==> config.mk <==
export PLATFORM = sky130hd
export DESIGN_NAME = cfg_phase_ctrl
export DESIGN_NICKNAME = d
export VERILOG_FILES = /design/src/rtl/cfg_pkg.sv /design/src/rtl/cfg_sync.sv /design/src/rtl/cfg_irq.sv /design/src/rtl/cfg_phase_fsm.sv /design/src/rtl/cfg_phase_ctrl.sv
export SDC_FILE = /design/constraint.sdc
export NUM_CORES = 1
export LEC_CHECK = 0
export BUFFER_PORTS_ARGS = -buffer_cell sky130_fd_sc_hd__buf_2
export CAP_MARGIN = 20
export CORE_MARGIN = 1
export CORE_UTILIZATION = 36
export DETAILED_ROUTE_END_ITERATION = 6
export GPL_ROUTABILITY_DRIVEN = 0
export MAX_ROUTING_LAYER = met4
export SLEW_MARGIN = 15
export SYNTH_ARGS = -nofsm -noshare
export SYNTH_HDL_FRONTEND = slang
export SYNTH_SLANG_ARGS = --single-unit
==> constraint.sdc <==
create_clock -name clk -period 2.4 [get_ports clk]
set_clock_uncertainty 0.05 [all_clocks]
set_input_delay 0.12 -clock clk [delete_from_list [all_inputs] [get_ports clk]]
set_output_delay 0.12 -clock clk [all_outputs]
set_load 0.02 [all_outputs]
==> src/rtl/cfg_pkg.sv <==
package cfg_pkg;
  typedef enum logic [2:0] {
    PH_OFF     = 3'd0,
    PH_RESET   = 3'd1,
    PH_CONFIG  = 3'd2,
    PH_INIT    = 3'd3,
    PH_USER    = 3'd4,
    PH_UNKNOWN = 3'd5
  } phase_t;

  localparam logic [1:0] A_STATUS = 2'd0;
  localparam logic [1:0] A_CTRL   = 2'd1;
  localparam logic [1:0] A_MON    = 2'd2;
  localparam logic [1:0] A_IRQ    = 2'd3;

  localparam int MON_NS = 0;
  localparam int MON_CD = 1;
endpackage

==> src/rtl/cfg_sync.sv <==
module cfg_sync #(
  parameter int W      = 4,
  parameter int STAGES = 2
) (
  input  logic         clk,
  input  logic         rst,
  input  logic [W-1:0] d,
  output logic [W-1:0] q
);
  logic [W-1:0] stage [STAGES];

  always_ff @(posedge clk) begin
    if (rst) begin
      for (int i = 0; i < STAGES; i++) stage[i] <= '0;
    end else begin
      stage[0] <= d;
      for (int i = 1; i < STAGES; i++) stage[i] <= stage[i-1];
    end
  end

  assign q = stage[STAGES-1];
endmodule

==> src/rtl/cfg_irq.sv <==
module cfg_irq #(
  parameter int W = 4
) (
  input  logic         clk,
  input  logic         rst,
  input  logic [W-1:0] lines,
  input  logic         clr_en,
  input  logic [W-1:0] clr_mask,
  output logic [W-1:0] pending
);
  logic [W-1:0] prev;
  logic [W-1:0] chg;

  assign chg = lines ^ prev;

  always_ff @(posedge clk) begin
    if (rst) begin
      prev    <= '0;
      pending <= '0;
    end else begin
      prev    <= lines;
      pending <= (pending & ~(clr_en ? clr_mask : '0)) | chg;
    end
  end

  // full clear with no fresh change empties the status
  assert_eoi_clears_R10: assert property (@(posedge clk) disable iff (rst)
    (clr_en && (&clr_mask) && lines == prev) |=> pending == '0);
  // a change always sets its bit
  assert_change_sets_R9: assert property (@(posedge clk) disable iff (rst)
    (lines[0] != prev[0]) |=> pending[0]);
endmodule

==> src/rtl/cfg_phase_fsm.sv <==
module cfg_phase_fsm
  import cfg_pkg::*;
#(
  parameter int INIT_CLKS = 4,
  parameter int USER_CLKS = 20480
) (
  input  logic   clk,
  input  logic   rst,
  input  logic   en,
  input  logic   nce,
  input  logic   pull,
  input  logic   ns,
  input  logic   cd,
  output phase_t phase
);
  localparam int CW = $clog2(USER_CLKS + INIT_CLKS + 1);

  logic [CW-1:0] cnt;
  logic          fault;

  always_ff @(posedge clk) begin
    if (rst || !en) begin
      phase <= PH_OFF;
      cnt   <= '0;
      fault <= 1'b0;
    end else if (pull) begin
      if (phase != PH_OFF || !nce) phase <= PH_RESET;
      cnt   <= '0;
      fault <= 1'b0;
    end else begin
      case (phase)
        PH_RESET: if (!fault) phase <= PH_CONFIG;
        PH_CONFIG: begin
          if (!ns) begin
            phase <= PH_RESET;
            fault <= 1'b1;
            cnt   <= '0;
          end else if (cd) begin
            if (cnt == CW'(INIT_CLKS - 1)) begin
              phase <= PH_INIT;
              cnt   <= '0;
            end else cnt <= cnt + 1'b1;
          end else cnt <= '0;
        end
        PH_INIT: begin
          if (!ns) phase <= PH_UNKNOWN;
          else if (cnt == CW'(USER_CLKS - 1)) begin
            phase <= PH_USER;
            cnt   <= '0;
          end else cnt <= cnt + 1'b1;
        end
        PH_USER: if (!ns) phase <= PH_UNKNOWN;
        default: ;
      endcase
    end
  end

  assert_off_when_disabled_R4: assert property (@(posedge clk) disable iff (rst)
    !en |=> phase == PH_OFF);
  assert_legal_code_R2: assert property (@(posedge clk) disable iff (rst)
    phase <= PH_UNKNOWN);
  assert_pull_blocks_config_R5: assert property (@(posedge clk) disable iff (rst)
    (phase == PH_RESET && pull) |=> phase != PH_CONFIG);
  assert_nstatus_fault_R7: assert property (@(posedge clk) disable iff (rst)
    (en && !pull && phase == PH_CONFIG && !ns) |=> (phase == PH_RESET || phase == PH_OFF));
endmodule

==> src/rtl/cfg_phase_ctrl.sv <==
module cfg_phase_ctrl
  import cfg_pkg::*;
#(
  parameter int MON_W     = 4,
  parameter int MSEL_W    = 5,
  parameter int INIT_CLKS = 4,
  parameter int USER_CLKS = 20480
) (
  input  logic        clk,
  input  logic        rst,
  input  logic [1:0]  bus_addr,
  input  logic        bus_wr,
  input  logic [31:0] bus_wdata,
  output logic [31:0] bus_rdata,
  input  logic [4:0]  strap_msel,
  input  logic [3:0]  mon_in,
  output logic        cfg_drive_en,
  output logic        cfg_nce,
  output logic        cfg_nconfig,
  output logic        cfg_data_en,
  output logic        cfg_wide,
  output logic        irq
);
  localparam int STAT_W = 3 + MSEL_W;

  logic              c_en, c_nce, c_pull, c_data, c_wide;
  logic [MSEL_W-1:0] msel_q;
  logic [MON_W-1:0]  mon_s;
  logic [MON_W-1:0]  pend;
  phase_t            phase;
  logic              wr_ctrl, wr_eoi;

  assign wr_ctrl = bus_wr && bus_addr == A_CTRL;
  assign wr_eoi  = bus_wr && bus_addr == A_IRQ;

  always_ff @(posedge clk) begin
    if (rst) begin
      {c_en, c_pull, c_data, c_wide} <= '0;
      c_nce  <= 1'b1;
      msel_q <= '0;
    end else begin
      msel_q <= strap_msel;
      if (wr_ctrl) begin
        c_en   <= bus_wdata[0];
        c_nce  <= bus_wdata[1];
        c_pull <= bus_wdata[2];
        c_data <= bus_wdata[8];
        c_wide <= bus_wdata[9];
      end
    end
  end

  cfg_sync #(.W(MON_W), .STAGES(2)) u_sync (
    .clk(clk), .rst(rst), .d(mon_in), .q(mon_s)
  );

  cfg_irq #(.W(MON_W)) u_irq (
    .clk(clk), .rst(rst), .lines(mon_s), .clr_en(wr_eoi),
    .clr_mask(bus_wdata[MON_W-1:0]), .pending(pend)
  );

  cfg_phase_fsm #(.INIT_CLKS(INIT_CLKS), .USER_CLKS(USER_CLKS)) u_fsm (
    .clk(clk), .rst(rst), .en(c_en), .nce(c_nce), .pull(c_pull),
    .ns(mon_s[MON_NS]), .cd(mon_s[MON_CD]), .phase(phase)
  );

  always_ff @(posedge clk) begin
    if (rst) bus_rdata <= '0;
    else begin
      case (bus_addr)
        A_STATUS: bus_rdata <= 32'({msel_q, (c_en ? phase : PH_OFF)});
        A_CTRL:   bus_rdata <= {22'd0, c_wide, c_data, 5'd0, c_pull, c_nce, c_en};
        A_MON:    bus_rdata <= 32'(mon_s);
        default:  bus_rdata <= 32'(pend);
      endcase
    end
  end

  assign cfg_drive_en = c_en;
  assign cfg_nce      = c_nce;
  assign cfg_nconfig  = !(c_en && c_pull);
  assign cfg_data_en  = c_data;
  assign cfg_wide     = c_wide;
  assign irq          = |pend;

  assert_status_upper_zero_R2: assert property (@(posedge clk) disable iff (rst)
    (bus_addr == A_STATUS) |=> bus_rdata[31:STAT_W] == '0);
  assert_nconfig_pull_R3: assert property (@(posedge clk) disable iff (rst)
    (wr_ctrl && bus_wdata[0] && bus_wdata[2]) |=> !cfg_nconfig);
endmodule

Word level (Yosys, flattened, before mapping)
Memories as Yosys holds them, arrays and structs flattened.
Index checks and enable logic that the tools add are counted.
- memory bits (writable): 8
- memories: 1
- output and inout port bits: 38
- bits of input ports: 46
- register bits: 69
- $add $sub $neg: 1
- equality and inequality tests: 16
- mux-type cells: 24
- bitwise logic cells: 7
- reductions and logical operators: 17
- memory list (name ; depth ; width ; read ports ; clocked after Yosys merged registers in ; wr ports ; RTL line ; RTL):
    u_sync.stage ; 2 ; 4 ; 2 ; 0 ; 2 ; cfg_sync.sv:10 ; logic [W-1:0] stage [STAGES];
- operators by type and width (kind ; count):
    $mux 15 ; 5
    $mux 3 ; 10
    $pmux 10 s3 ; 1
    $pmux 15 s2 ; 1
    $add 15x1->15 const B ; 1
    $eq 15x15->1 const B ; 1
    $eq 15x2->1 const B ; 1
    $mux 4 ; 3
    $pmux 3 s4 ; 1
    $ne 4x3->1 const B ; 2
    $reduce_and 7->1 ; 1
    $eq 3x2->1 const B ; 2
    $ne 3x3->1 const B ; 2
    $reduce_bool 5->1 ; 1
    $and 4x4->4 ; 1
    $eq 2x2->1 const B ; 2
    $ne 4x4->1 const B ; 1
    $not 4->4 ; 1
    $or 4x4->4 ; 1
    $reduce_and 2->1 ; 2
    $reduce_or 4->1 ; 1
    $xor 4x4->4 ; 1
    $eq 3x1->1 const B ; 1
    $eq 3x3->1 const B ; 1
    13 further kinds ; 21

Longest topological paths before layout
- depth after elaboration: 6
- gate-level depth with buffers: 7
- depth with buffers taken out: 6

By module
A second synthesis with hierarchy kept.
- cell total of the unflattened synthesis: 263
- area total of the unflattened synthesis: 2512.4 um^2
- by module, submodules not included (module ; sequential area each (um^2) ; area each (um^2) ; cells an instance ; times used):
    cfg_phase_fsm ; 380.4 ; 1082.3 ; 129 ; 1
    cfg_phase_ctrl ; 400.4 ; 909.6 ; 90 ; 1
    cfg_irq ; 160.2 ; 280.3 ; 24 ; 1
    cfg_sync ; 160.2 ; 240.2 ; 20 ; 1

Least setup slack after synthesis
OpenSTA, ideal clock, no wires.
- path type: register to register
- start: register u_fsm.cnt[0]
- end: register u_fsm.phase[1]
- setup slack: 0.697 ns
- data arrival time: 1.532 ns
- cell stages (with the launch flop): 7
- library setup time: 0.121 ns
- period minus slack after synthesis: 1.703 ns
- cell sequence: dfxtp_1 ha_1 nor3b_1 nand4_1 o2bb2ai_1 a31o_1 mux2_4
- word-level cells in the longest chain between the ends: 3
- elaborated cells on any way between the ends: 5
- those cells by class: eq/ne (4); reduce/logical (1)
- RTL lines (what ; RTL line ; RTL):
    from (decl) ; cfg_phase_fsm.sv:18 ; logic [CW-1:0] cnt;
    from (signal assigned) ; cfg_phase_fsm.sv:42 ; end else cnt <= cnt + 1'b1;
    from (signal assigned) ; cfg_phase_fsm.sv:50 ; end else cnt <= cnt + 1'b1;
    $eq 15x15->1 / $eq 15x2->1 (equally long branches) ; cfg_phase_fsm.sv:47, cfg_phase_fsm.sv:39 ;
    $ne 4x3->1 (no source line) ; -- ;
    $reduce_and 7->1 (no source line) * ; -- ;
    to (decl) ; cfg_phase_fsm.sv:14 ; output phase_t phase
Every way passes the cells marked *; elsewhere a longest branch is shown, timed or not.
A chain may end at the register's enable or synchronous reset.

Worst setup path after layout
- start: register u_fsm.cnt[0]
- end: register u_fsm.cnt[9]
- word-level cells in the longest chain between the ends: 5
- elaborated cells on any way between the ends: 9
- those cells by class: add/sub (1); eq/ne (2); mux (6)
- RTL lines (what ; RTL line ; RTL):
    $add 15x1->15 / $eq 15x2->1 (equally long branches) ; cfg_phase_fsm.sv:42, cfg_phase_fsm.sv:50, cfg_phase_fsm.sv:39 ;
    $mux 15 ; cfg_phase_fsm.sv:39 ; if (cnt == CW'(INIT_CLKS - 1)) begin
    $mux 15 ; cfg_phase_fsm.sv:38 ; end else if (cd) begin
    $mux 15 ; cfg_phase_fsm.sv:34 ; if (!ns) begin
    $pmux 15 s2 * ; cfg_phase_fsm.sv:31 ; case (phase)
Every way passes the cells marked *; elsewhere a longest branch is shown, timed or not. The select of a mux whose other input is x is not followed.

==> results.toml <==
[global_routing]
grt_overflow = 0
grt_max_degree = 33
grt_pass1_wl_um = 7596
grt_pass1_vias = 1620
grt_usage_pct = 13.47
antenna_found_initial = 0

[run_status]
outcome = "finished, violations left"
violations = "DRC"

[hold_path]
hold_depth = 3
min-delay-start = "bus_wdata[0]"
worstHoldEndpoint = "cfg_drive_en"
hold_path.class = "input port to register"

[setup_path]
path_cells = "ha_1 > nor3b_1 > and4_1 > o22ai_1 > o21ai_2 > buf_4 > nor2_1"
reg2reg_to = "u_fsm.cnt[9]"
cpPeakStageDelay_ns = 0.39
cp-start-kind = "register"
critPathKind = "register to register"
reg2reg_from = "u_fsm.cnt[0]"
crit_path_start = "u_fsm.cnt[0]"
arrival_ns = 2.17
endpoint_kind = "register"
cp_slowest_cell = "dfxtp_1"
critPathTopFamily = "simple AND/OR/NAND/NOR gates"
critPathBufInv = 1
reg2reg_depth = 7
critical_path_depth = 7
cp.required_ns = 2.56
worstPathMaxFanout = 9
reg2reg_slack_ns = 0.40

[logic_synthesis]
ys_types = 49
syn_area_um2 = 2454
ys.flop_type = "dfxtp_1"
synth_edf_count = 0
avgSynthCellArea_um2 = 9.054
ys_seq_area_share_pct = 44.88
synthArstFlopShare_pct = 0
synth_top_area_share_pct = 44.88
yosysTopAreaCell = "dfxtp_1"
syn_inst = 271
synth_warnings = 0
ys_top_cells_by_area = "dfxtp_1, buf_4, nor2_1"
yosys_register_bits = 55

[timing]
rsz0062_at_grt = "no"
period_needed_ns = 2.002
max_slew_margin_pct = 60.06
min_period_over_period_pct = 83.40
worstMarginPinSlew_ns = 0.5942
tns_ns = 0
fmax_mhz = 499.6
setup_viol = 0
drv_slew = 0
hold_viol_final = 0

[clocking]
cts.sinks = 55
post_cts_buffers = 0
cts_resized = 0
holdBufCountCts = 12
cts_buffers = 5
cts_tree = "done"
htree_levels = 2
clk_pin_slew_ns = 0.10
ctsRootBufferMaster = "clkbuf_8"
clockBufferDepth = 2
clkLatencyLatePin_ns = 0.31

[floorplan]
ios = 84
die_width_um = 84.56
rows = 29
fp.dieH_um = 84.56
core_um2 = 6459
start_util_pct = 37.99
die_area_um2 = 7150

[placement]
dp_cells = 371
io_buffer_count = 35
dp_hpwl_um = 3090

[cells_and_area]
syn2layout_area_growth_pct = 14.84
final_nets = 360
final_cell_mix = "dfxtp_1, nor2_1, buf_2"
drive_gt1_share_pct = 18.15
instances_no_fill = 391
n_fill_cell = 669
final_common_cell = "dfxtp_1"
n_antenna_cell = 0

[drt]
viasPerCell = 4.604
ant_nets = 0
vias = 1800
dr.first_iter.drc_count = 142
wire_per_inst_um = 11.28
wl_um = 4409
first_pass_iters = 7
drc = 7

[flow_run]
cap_violations = 0

[power]
power_density_nw_per_um2 = 580.1
p_leak_nw = 1.184
total_power_mw = 1.634
ir_drop_mv = 0.2537
state kept, by name, summed over array words and instances, names as in the netlist:
name,flops
u_fsm.cnt,15
bus_rdata,10
u_sync.stage,8
msel_q,5
u_irq.pending,4
u_irq.prev,4
u_fsm.phase,3
c_pull,1
cfg_data_en,1
cfg_drive_en,1
cfg_nce,1
cfg_wide,1
u_fsm.fault,1
routing by layer:
| metal | up-vias | wire length [um] | global-route usage [%] |
|---|---|---|---|
| met5 | - | 0 | - |
| met4 | 0 | 56 | 4.931 |
| met3 | 5 | 160 | 2.458 |
| met2 | 44 | 1987 | 20.40 |
| met1 | 806 | 2204 | 17.97 |
| li1 | 945 | - | - |
cell usage after synthesis, types with 4 or more instances:
library cell	number
a211oi_1	5
a21oi_1	9
and2_1	4
buf_4	23
clkbuf_1	11
dfxtp_1	55
inv_1	4
mux2i_1	6
nand2_1	18
nand3_1	7
nand4_1	4
nor2_1	39
nor2b_1	20
nor3_1	4
xnor2_1	5
xor2_1	12
worst min-delay path, stage by stage:
cell and delay (ns):
buf_2 0.09, mux2i_1 0.06, nor2_1 0.07
worst max-delay path by stage:
stage | slack, ns | end
2_1_floorplan | 0.70 | u_fsm.phase[1]
6_report | 0.40 | u_fsm.cnt[9]
4_1_cts | 0.38 | u_fsm.cnt[9]
5_1_grt | 0.17 | u_fsm.phase[0]
3_3_place_gp | 0.47 | u_fsm.cnt[9]
3_5_place_dp | 0.47 | u_fsm.cnt[9]
through the flow:
| step | hold WS, ns | setup WS [ns] | instance area (um^2) | utilization [%] |
|---|---|---|---|---|
| 3_5_place_dp | 0.2844 | 0.4712 | 2603 | 40.29 |
| 2_1_floorplan | 0.1982 | 0.6972 | 2532 | - |
| 4_1_cts | 0.001890 | 0.3811 | 2818 | 43.63 |
| 6_report | 0.01679 | 0.3984 | 2818 | 43.63 |
| 5_1_grt | 0.01847 | 0.1690 | 2818 | 43.63 |
| 3_3_place_gp | 0.2793 | 0.4707 | 2603 | 40.29 |
area by class of cell:
type                       instances  area (um^2)  area share [%]
tap                               77        96.34           3.419
timing repair buffer              50        317.8           11.28
sequential                        55         1101           39.08
clock buffer                       5        68.82           2.442
inverter                           4        15.01          0.5329
multi-input combinational        197         1192           42.32
clock inverter                     3        26.28          0.9325
report_power, final:
group	switching [mW]	internal (mW)	leakage, nW
Combinational	0.0894	0.0599	0.686
Sequential	0.0132	0.937	0.448
Clock	0.319	0.215	0.0491
kinds of logic (layout without fill, tap and decap cells):
group | count (synthesis) | in the layout | synth area share (%)
AND/OR/NAND/NOR | 119 | 119 | 26.67
flip-flops | 55 | 55 | 44.88
buffers and inverters | 40 | 62 | 9.740
AO/OA/AOI/OAI | 29 | 29 | 8.007
XOR/XNOR | 17 | 17 | 6.068
multiplexers | 9 | 9 | 3.977
adder cells (fa/ha/maj) | 1 | 1 | 0.5099
other | 1 | 22 | 0.1528
Note: power is estimated with default switching activity, not from simulation.
